===== config.mk =====
export PLATFORM = sky130hd
export DESIGN_NAME = banked_regfile
export DESIGN_NICKNAME = d
export VERILOG_FILES = /design/src/rtl/breg_pkg.sv /design/src/rtl/breg_status.sv /design/src/rtl/breg_map.sv /design/src/rtl/breg_store.sv /design/src/rtl/banked_regfile.sv
export SDC_FILE = /design/constraint.sdc
export NUM_CORES = 2
export LEC_CHECK = 0
export BUFFER_PORTS_ARGS = -buffer_cell sky130_fd_sc_hd__buf_2
export CORE_MARGIN = 2
export CORE_UTILIZATION = 58
export CTS_BUF_LIST = sky130_fd_sc_hd__clkbuf_8
export DETAILED_ROUTE_END_ITERATION = 10
export PLACE_DENSITY = 0.79
export SYNTH_ARGS = -nofsm -noshare
export SYNTH_HDL_FRONTEND = slang
export SYNTH_SLANG_ARGS = --single-unit

===== constraint.sdc =====
create_clock -name clk -period 4.4 [get_ports clk]
set_input_delay 1.1 -clock clk [delete_from_list [all_inputs] [get_ports clk]]
set_output_delay 1.1 -clock clk [all_outputs]
set_load 0.05 [all_outputs]

===== src/rtl/breg_pkg.sv =====
package breg_pkg;

   // Control word that selects the register mapping.
   typedef struct packed {
      logic priv;   // 1 = privileged, 0 = user
      logic bank;   // bank select, honoured only when priv = 1
   } bank_ctl_t;

   typedef enum logic {
      BANK_ZERO = 1'b0,
      BANK_ONE  = 1'b1
   } bank_id_e;

   // Bank that backs the low registers on the normal ports.
   function automatic bank_id_e visible_bank(input bank_ctl_t ctl);
      return (ctl.priv && ctl.bank) ? BANK_ONE : BANK_ZERO;
   endfunction

endpackage


===== src/rtl/breg_status.sv =====
module breg_status
   import breg_pkg::*;
#(
   parameter int MASK_W = 4
) (
   input  logic              clk,
   input  logic              rst_n,
   input  logic              wr_en,
   input  logic              wr_mode,
   input  logic              wr_bank,
   input  logic              wr_block,
   input  logic [MASK_W-1:0] wr_mask,
   output bank_ctl_t         ctl,
   output logic              block,
   output logic [MASK_W-1:0] mask
);

   always_ff @(posedge clk or negedge rst_n) begin
      if (!rst_n) begin
         ctl.priv <= 1'b1;
         ctl.bank <= 1'b1;
         block    <= 1'b1;
         mask     <= '1;
      end else if (wr_en) begin
         ctl.priv <= wr_mode;
         block    <= wr_block;
         mask     <= wr_mask;
         // The bank bit is protected while in user mode.
         if (ctl.priv) begin
            ctl.bank <= wr_bank;
         end
      end
   end

endmodule


===== src/rtl/breg_map.sv =====
module breg_map
   import breg_pkg::*;
(
   input  logic      clk,
   input  logic      rst_n,
   input  bank_ctl_t ctl,
   input  logic      alt_rd_en,
   input  logic      alt_wr_en,
   output logic      act_bank,
   output logic      alt_bank,
   output logic      alt_ok,
   output logic      illegal_q
);

   logic bad_try;

   always_comb begin
      act_bank = visible_bank(ctl);
      alt_bank = ~act_bank;
      alt_ok   = ctl.priv;
      bad_try  = !ctl.priv && (alt_rd_en || alt_wr_en);
   end

   always_ff @(posedge clk or negedge rst_n) begin
      if (!rst_n) begin
         illegal_q <= 1'b0;
      end else begin
         illegal_q <= bad_try;
      end
   end

endmodule


===== src/rtl/breg_store.sv =====
module breg_store #(
   parameter int DATA_W   = 32,
   parameter int BANKED_N = 8,
   parameter int SHARED_N = 8,
   parameter int NBANK    = 2,
   localparam int IDX_W   = $clog2(BANKED_N + SHARED_N),
   localparam int BIDX_W  = $clog2(BANKED_N)
) (
   input  logic              clk,
   input  logic              act_bank,
   input  logic              alt_bank,
   input  logic              alt_ok,
   input  logic [IDX_W-1:0]  rd_a_idx,
   input  logic [IDX_W-1:0]  rd_b_idx,
   output logic [DATA_W-1:0] rd_a_data,
   output logic [DATA_W-1:0] rd_b_data,
   input  logic              wr_en,
   input  logic [IDX_W-1:0]  wr_idx,
   input  logic [DATA_W-1:0] wr_data,
   input  logic [BIDX_W-1:0] alt_rd_idx,
   output logic [DATA_W-1:0] alt_rd_data,
   input  logic              alt_wr_en,
   input  logic [BIDX_W-1:0] alt_wr_idx,
   input  logic [DATA_W-1:0] alt_wr_data
);

   logic [DATA_W-1:0] bank_flat   [NBANK][BANKED_N];
   logic [DATA_W-1:0] shared_flat [SHARED_N];

   // Banked entries: one register per (bank, entry).
   for (genvar b = 0; b < NBANK; b++) begin : g_bank
      for (genvar e = 0; e < BANKED_N; e++) begin : g_ent
         logic [DATA_W-1:0] ent_q;
         logic              hit_main;
         logic              hit_alt;

         assign hit_main = wr_en && (wr_idx == IDX_W'(e)) && (act_bank == 1'(b));
         assign hit_alt  = alt_wr_en && alt_ok && (alt_wr_idx == BIDX_W'(e))
                           && (alt_bank == 1'(b));

         always_ff @(posedge clk) begin
            if (hit_main) begin
               ent_q <= wr_data;
            end else if (hit_alt) begin
               ent_q <= alt_wr_data;
            end
         end

         assign bank_flat[b][e] = ent_q;
      end
   end

   // Shared entries: a single copy seen from every mapping.
   for (genvar s = 0; s < SHARED_N; s++) begin : g_shr
      logic [DATA_W-1:0] shr_q;

      always_ff @(posedge clk) begin
         if (wr_en && (wr_idx == IDX_W'(BANKED_N + s))) begin
            shr_q <= wr_data;
         end
      end

      assign shared_flat[s] = shr_q;
   end

   function automatic logic [DATA_W-1:0] pick(input logic [IDX_W-1:0] idx,
                                              input logic             bsel);
      logic [DATA_W-1:0] v;
      v = '0;
      for (int e = 0; e < BANKED_N; e++) begin
         if (idx == IDX_W'(e)) v = bank_flat[bsel][e];
      end
      for (int s = 0; s < SHARED_N; s++) begin
         if (idx == IDX_W'(BANKED_N + s)) v = shared_flat[s];
      end
      return v;
   endfunction

   always_comb begin
      rd_a_data   = pick(rd_a_idx, act_bank);
      rd_b_data   = pick(rd_b_idx, act_bank);
      alt_rd_data = '0;
      if (alt_ok) begin
         for (int e = 0; e < BANKED_N; e++) begin
            if (alt_rd_idx == BIDX_W'(e)) alt_rd_data = bank_flat[alt_bank][e];
         end
      end
   end

endmodule


===== src/rtl/banked_regfile.sv =====
module banked_regfile
   import breg_pkg::*;
#(
   parameter int DATA_W   = 32,
   parameter int BANKED_N = 8,
   parameter int SHARED_N = 8,
   parameter int MASK_W   = 4,
   localparam int IDX_W   = $clog2(BANKED_N + SHARED_N),
   localparam int BIDX_W  = $clog2(BANKED_N)
) (
   input  logic              clk,
   input  logic              rst_n,
   input  logic [IDX_W-1:0]  rd_a_idx,
   output logic [DATA_W-1:0] rd_a_data,
   input  logic [IDX_W-1:0]  rd_b_idx,
   output logic [DATA_W-1:0] rd_b_data,
   input  logic              wr_en,
   input  logic [IDX_W-1:0]  wr_idx,
   input  logic [DATA_W-1:0] wr_data,
   input  logic              alt_rd_en,
   input  logic [BIDX_W-1:0] alt_rd_idx,
   output logic [DATA_W-1:0] alt_rd_data,
   input  logic              alt_wr_en,
   input  logic [BIDX_W-1:0] alt_wr_idx,
   input  logic [DATA_W-1:0] alt_wr_data,
   input  logic              sr_wr_en,
   input  logic              sr_wr_mode,
   input  logic              sr_wr_bank,
   input  logic              sr_wr_block,
   input  logic [MASK_W-1:0] sr_wr_mask,
   output logic              sr_mode,
   output logic              sr_bank,
   output logic              sr_block,
   output logic [MASK_W-1:0] sr_mask,
   output logic              illegal_access
);

   localparam int NBANK = 2;

   // Elaboration-time parameter checks.
   if (DATA_W < 1) begin : g_bad_data_w
      $error("banked_regfile: DATA_W must be at least 1");
   end
   if (BANKED_N < 2) begin : g_bad_banked_n
      $error("banked_regfile: BANKED_N must be at least 2");
   end
   if (SHARED_N < 1) begin : g_bad_shared_n
      $error("banked_regfile: SHARED_N must be at least 1");
   end
   if (MASK_W < 1) begin : g_bad_mask_w
      $error("banked_regfile: MASK_W must be at least 1");
   end

   bank_ctl_t ctl;
   logic      act_bank;
   logic      alt_bank;
   logic      alt_ok;

   breg_status #(.MASK_W(MASK_W)) u_status (
      .clk      (clk),
      .rst_n    (rst_n),
      .wr_en    (sr_wr_en),
      .wr_mode  (sr_wr_mode),
      .wr_bank  (sr_wr_bank),
      .wr_block (sr_wr_block),
      .wr_mask  (sr_wr_mask),
      .ctl      (ctl),
      .block    (sr_block),
      .mask     (sr_mask)
   );

   breg_map u_map (
      .clk       (clk),
      .rst_n     (rst_n),
      .ctl       (ctl),
      .alt_rd_en (alt_rd_en),
      .alt_wr_en (alt_wr_en),
      .act_bank  (act_bank),
      .alt_bank  (alt_bank),
      .alt_ok    (alt_ok),
      .illegal_q (illegal_access)
   );

   breg_store #(
      .DATA_W   (DATA_W),
      .BANKED_N (BANKED_N),
      .SHARED_N (SHARED_N),
      .NBANK    (NBANK)
   ) u_store (
      .clk         (clk),
      .act_bank    (act_bank),
      .alt_bank    (alt_bank),
      .alt_ok      (alt_ok),
      .rd_a_idx    (rd_a_idx),
      .rd_b_idx    (rd_b_idx),
      .rd_a_data   (rd_a_data),
      .rd_b_data   (rd_b_data),
      .wr_en       (wr_en),
      .wr_idx      (wr_idx),
      .wr_data     (wr_data),
      .alt_rd_idx  (alt_rd_idx),
      .alt_rd_data (alt_rd_data),
      .alt_wr_en   (alt_wr_en),
      .alt_wr_idx  (alt_wr_idx),
      .alt_wr_data (alt_wr_data)
   );

   assign sr_mode = ctl.priv;
   assign sr_bank = ctl.bank;

endmodule


==> flow_metrics.tcl <==
set metrics [dict create \
    outcome "finished, violations left" \
    failed_checks "setup timing" \
    synth_area_um2 44900 \
    track_usage_pct 49.1 \
    end_kind "primary output" \
    ys_seq_elements 776 \
    max-slew-margin-rel_pct 16.1 \
    pwr-share-comb_pct 28.0 \
    yosys-top-cells-count "edfxtp_1 (768), mux2_2 (566), mux2i_1 (419), nand2_1 (346), o22ai_1 (263)" \
    vias 40800 \
    synth_nets 3794 \
    worstSetupPathType "reg2out" \
    grt_pass1_wl_mm 275 \
    grt_pass1_vias 38100 \
    ctsHoldBuffers 0 \
    max_freq_mhz 208 \
    finalClockSkew_ps 43.4 \
    grt_overflow 0 \
    p_leak_uw 0.0206 \
    p_seq_share_pct 41.5 \
    worstPathRequired_ps 3300 \
    avgViaCountPerCell 7.63 \
    wl_mm 203 \
    yosysUniqueCellTypes 72 \
    layout.nets 4313 \
    dieWidth_um 282 \
    die_area_um2 79600 \
    p_int_uw 13700 \
    cts_tree "yes" \
    syn_inst 3699 \
    p_clk_share_pct 30.5 \
    synth_top_area_share_pct 51.4 \
    h-tree-depth 4 \
    route.detailed.drc 0 \
    start_util_pct 58.9 \
    hpwl_mm 129 \
    drive_gt1_share_pct 44.4 \
    drtIter0Drc 8061 \
    grt_max_degree 64 \
    syn_to_final_growth_pct 28.7 \
    setup_viol 77 \
    synth.most_common_cell "edfxtp_1" \
    rows 101 \
    cp_common_cell "buf_12" \
    syn_avg_cell_area_um2 12.1 \
    peakVddDrop_mv 0.309 \
    hold_viol_final 0 \
    final_cells 5346 \
    crit_path_max_incr_delay_ps 620 \
    ys.flop_type "edfxtp_1" \
    rsz0062_at_grt "yes" \
    drv_cap 0 \
    root_buffer "clkbuf_8" \
    r2r_start "u_status.ctl[1]" \
    p_per_area_nw_per_um2 351 \
    cts_buffers 133 \
    fin_crit_sh_pct 109 \
    die_h_um 282 \
    dp_cells 4989 \
    antenna_found_initial 12 \
    firstDrtPassIters 7 \
    placed_cell_area_um2 50600 \
    fin_area_um2 57700 \
    port_buffers 198 \
    cp_slowest_cell "dfstp_4" \
    tightest_slew_ps 1250 \
    yosys.area.top_type "edfxtp_1" \
    wl_per_cell_um 38.1 \
    async_flop_share_pct 1.03 \
    crit_chain "and2_4, buf_12, buf_12, buf_12, mux2i_4, o22ai_1, or4_1, o21ai_2, buf_4, nand2_2, buf_6" \
    clk-insertion-delay-late_ps 830 \
    seq_area_frac_synth_pct 51.9 \
    clk_path_buf_depth 3 \
    cts_sinks 776 \
    fin_tns_setup_ps -16030 \
    synth-warning-count 0 \
    cp_data_arrival_time_ps 3700 \
    hp-class "in2async" \
    worst_slack_ps -402 \
    place_congestion 1.03 \
    power_uw 20200 \
    min_period_ps 4800 \
    dp_slack_ps -143 \
    slew_violations 0 \
    critPathLaunchType "flip-flop" \
    critPathMaxFanout 13 \
    crit_start "u_status.ctl[0]" \
    synth_edf_count 768 \
    clk_pin_slew_ps 60 \
    pin_count 199 \
    sw_frac_of_total_pct 32.5 \
    drtAntennaViolNets 0 \
    netlist_top_cells_area "edfxtp_1 (51%), mux2_2 (14%), mux2i_1 (9.4%)" \
    p_switching_uw 6580 \
    core_um2 76200 \
]
[per-stage QoR]
stage	util (%)	hold slack (ps)
2_1_floorplan	-	727
3_3_place_gp	66.4	604
3_5_place_dp	66.4	608
4_1_cts	73.8	95.2
5_1_grt	75.7	124
6_report	75.7	104
[placed cells by master (no fill, tap or decap), types with 112 or more instances in the layout]
cell / n
a21oi_1: 149
buf_12: 131
buf_2: 112
buf_4: 397
clkbuf_8: 137
edfxtp_1: 768
mux2_2: 560
mux2i_1: 283
nand2_1: 324
nor2_1: 118
o22ai_1: 221
[sequential cells by signal (all words and copies together) (netlist names)]
name / flops
u_map.illegal_q: 1
u_status.ctl: 2
u_status.mask: 4
u_status.block: 1
u_store.g_shr.shr_q: 256
u_store.g_bank.g_ent.ent_q: 512
[power by group through the flow]
| stage | sequential, uW | clock, uW | combinational, uW |
|---|---|---|---|
| finish | 8410 | 6180 | 5660 |
| global route | 8410 | 6410 | 5700 |
| CTS | 8400 | 6060 | 5050 |
| detailed placement | 8530 | 0 | 4230 |
| global placement | 8530 | 0 | 4200 |
| floorplan | 8550 | 0 | 2390 |
[layout make-up]
type / instances / area, um2
diodes: 10 / 25.0
clock buffers: 137 / 1890
clock inverters: 86 / 442
fillers: 4583 / 18500
inverters: 10 / 37.5
multi-input cells: 2558 / 23000
flip-flops and latches: 776 / 23300
well taps: 1030 / 1290
repair buffers: 739 / 7790
[layer usage]
metal	GRT usage, %	vias to the layer above	wire (um)
met5	1.40	-	229
met4	27.0	8	14000
met2	67.6	4532	82600
li1	-	15600	-
met3	23.5	1083	38100
met1	63.3	19500	68500
[cell families after synthesis]
logic type             after synthesis  synth area share, %
flip-flops                         776                 51.9
AND/OR/NAND/NOR                    677                 6.73
buffers and inverters              365                 3.66
multiplexers                      1013                 25.0
AO/OA/AOI/OAI                      868                 12.8
[worst max-delay path, delay by kind of cell (launching register included)]
kind,cells,cell delay (ps)
AO/OA/AOI/OAI,2,280
buffers and inverters,5,790
flip-flops,1,620
multiplexers,1,340
AND/OR/NAND/NOR,3,820
[final timing paths]
kind	end	slack, ps	depth (start not counted)
worst max-delay path	rd_b_data[23]	-400	11
worst min-delay path	u_map.illegal_q	100	1
worst max register to register	u_store.g_bank[1].g_ent[2].ent_q[23]	1070	5
worst min register to register	u_status.mask[0]	620	1
max in group asynchronous	u_status.block	4070	1
min in group clk	u_map.illegal_q	490	3
[timing repair]
item	4_1_cts	5_1_grt
gates cloned	17	5
pin swaps	76	97
setup buffers	52	64
endpoints found under the setup margin	82	92
resized for setup	488	212
No activity file was read; power rests on OpenSTA's default activity.
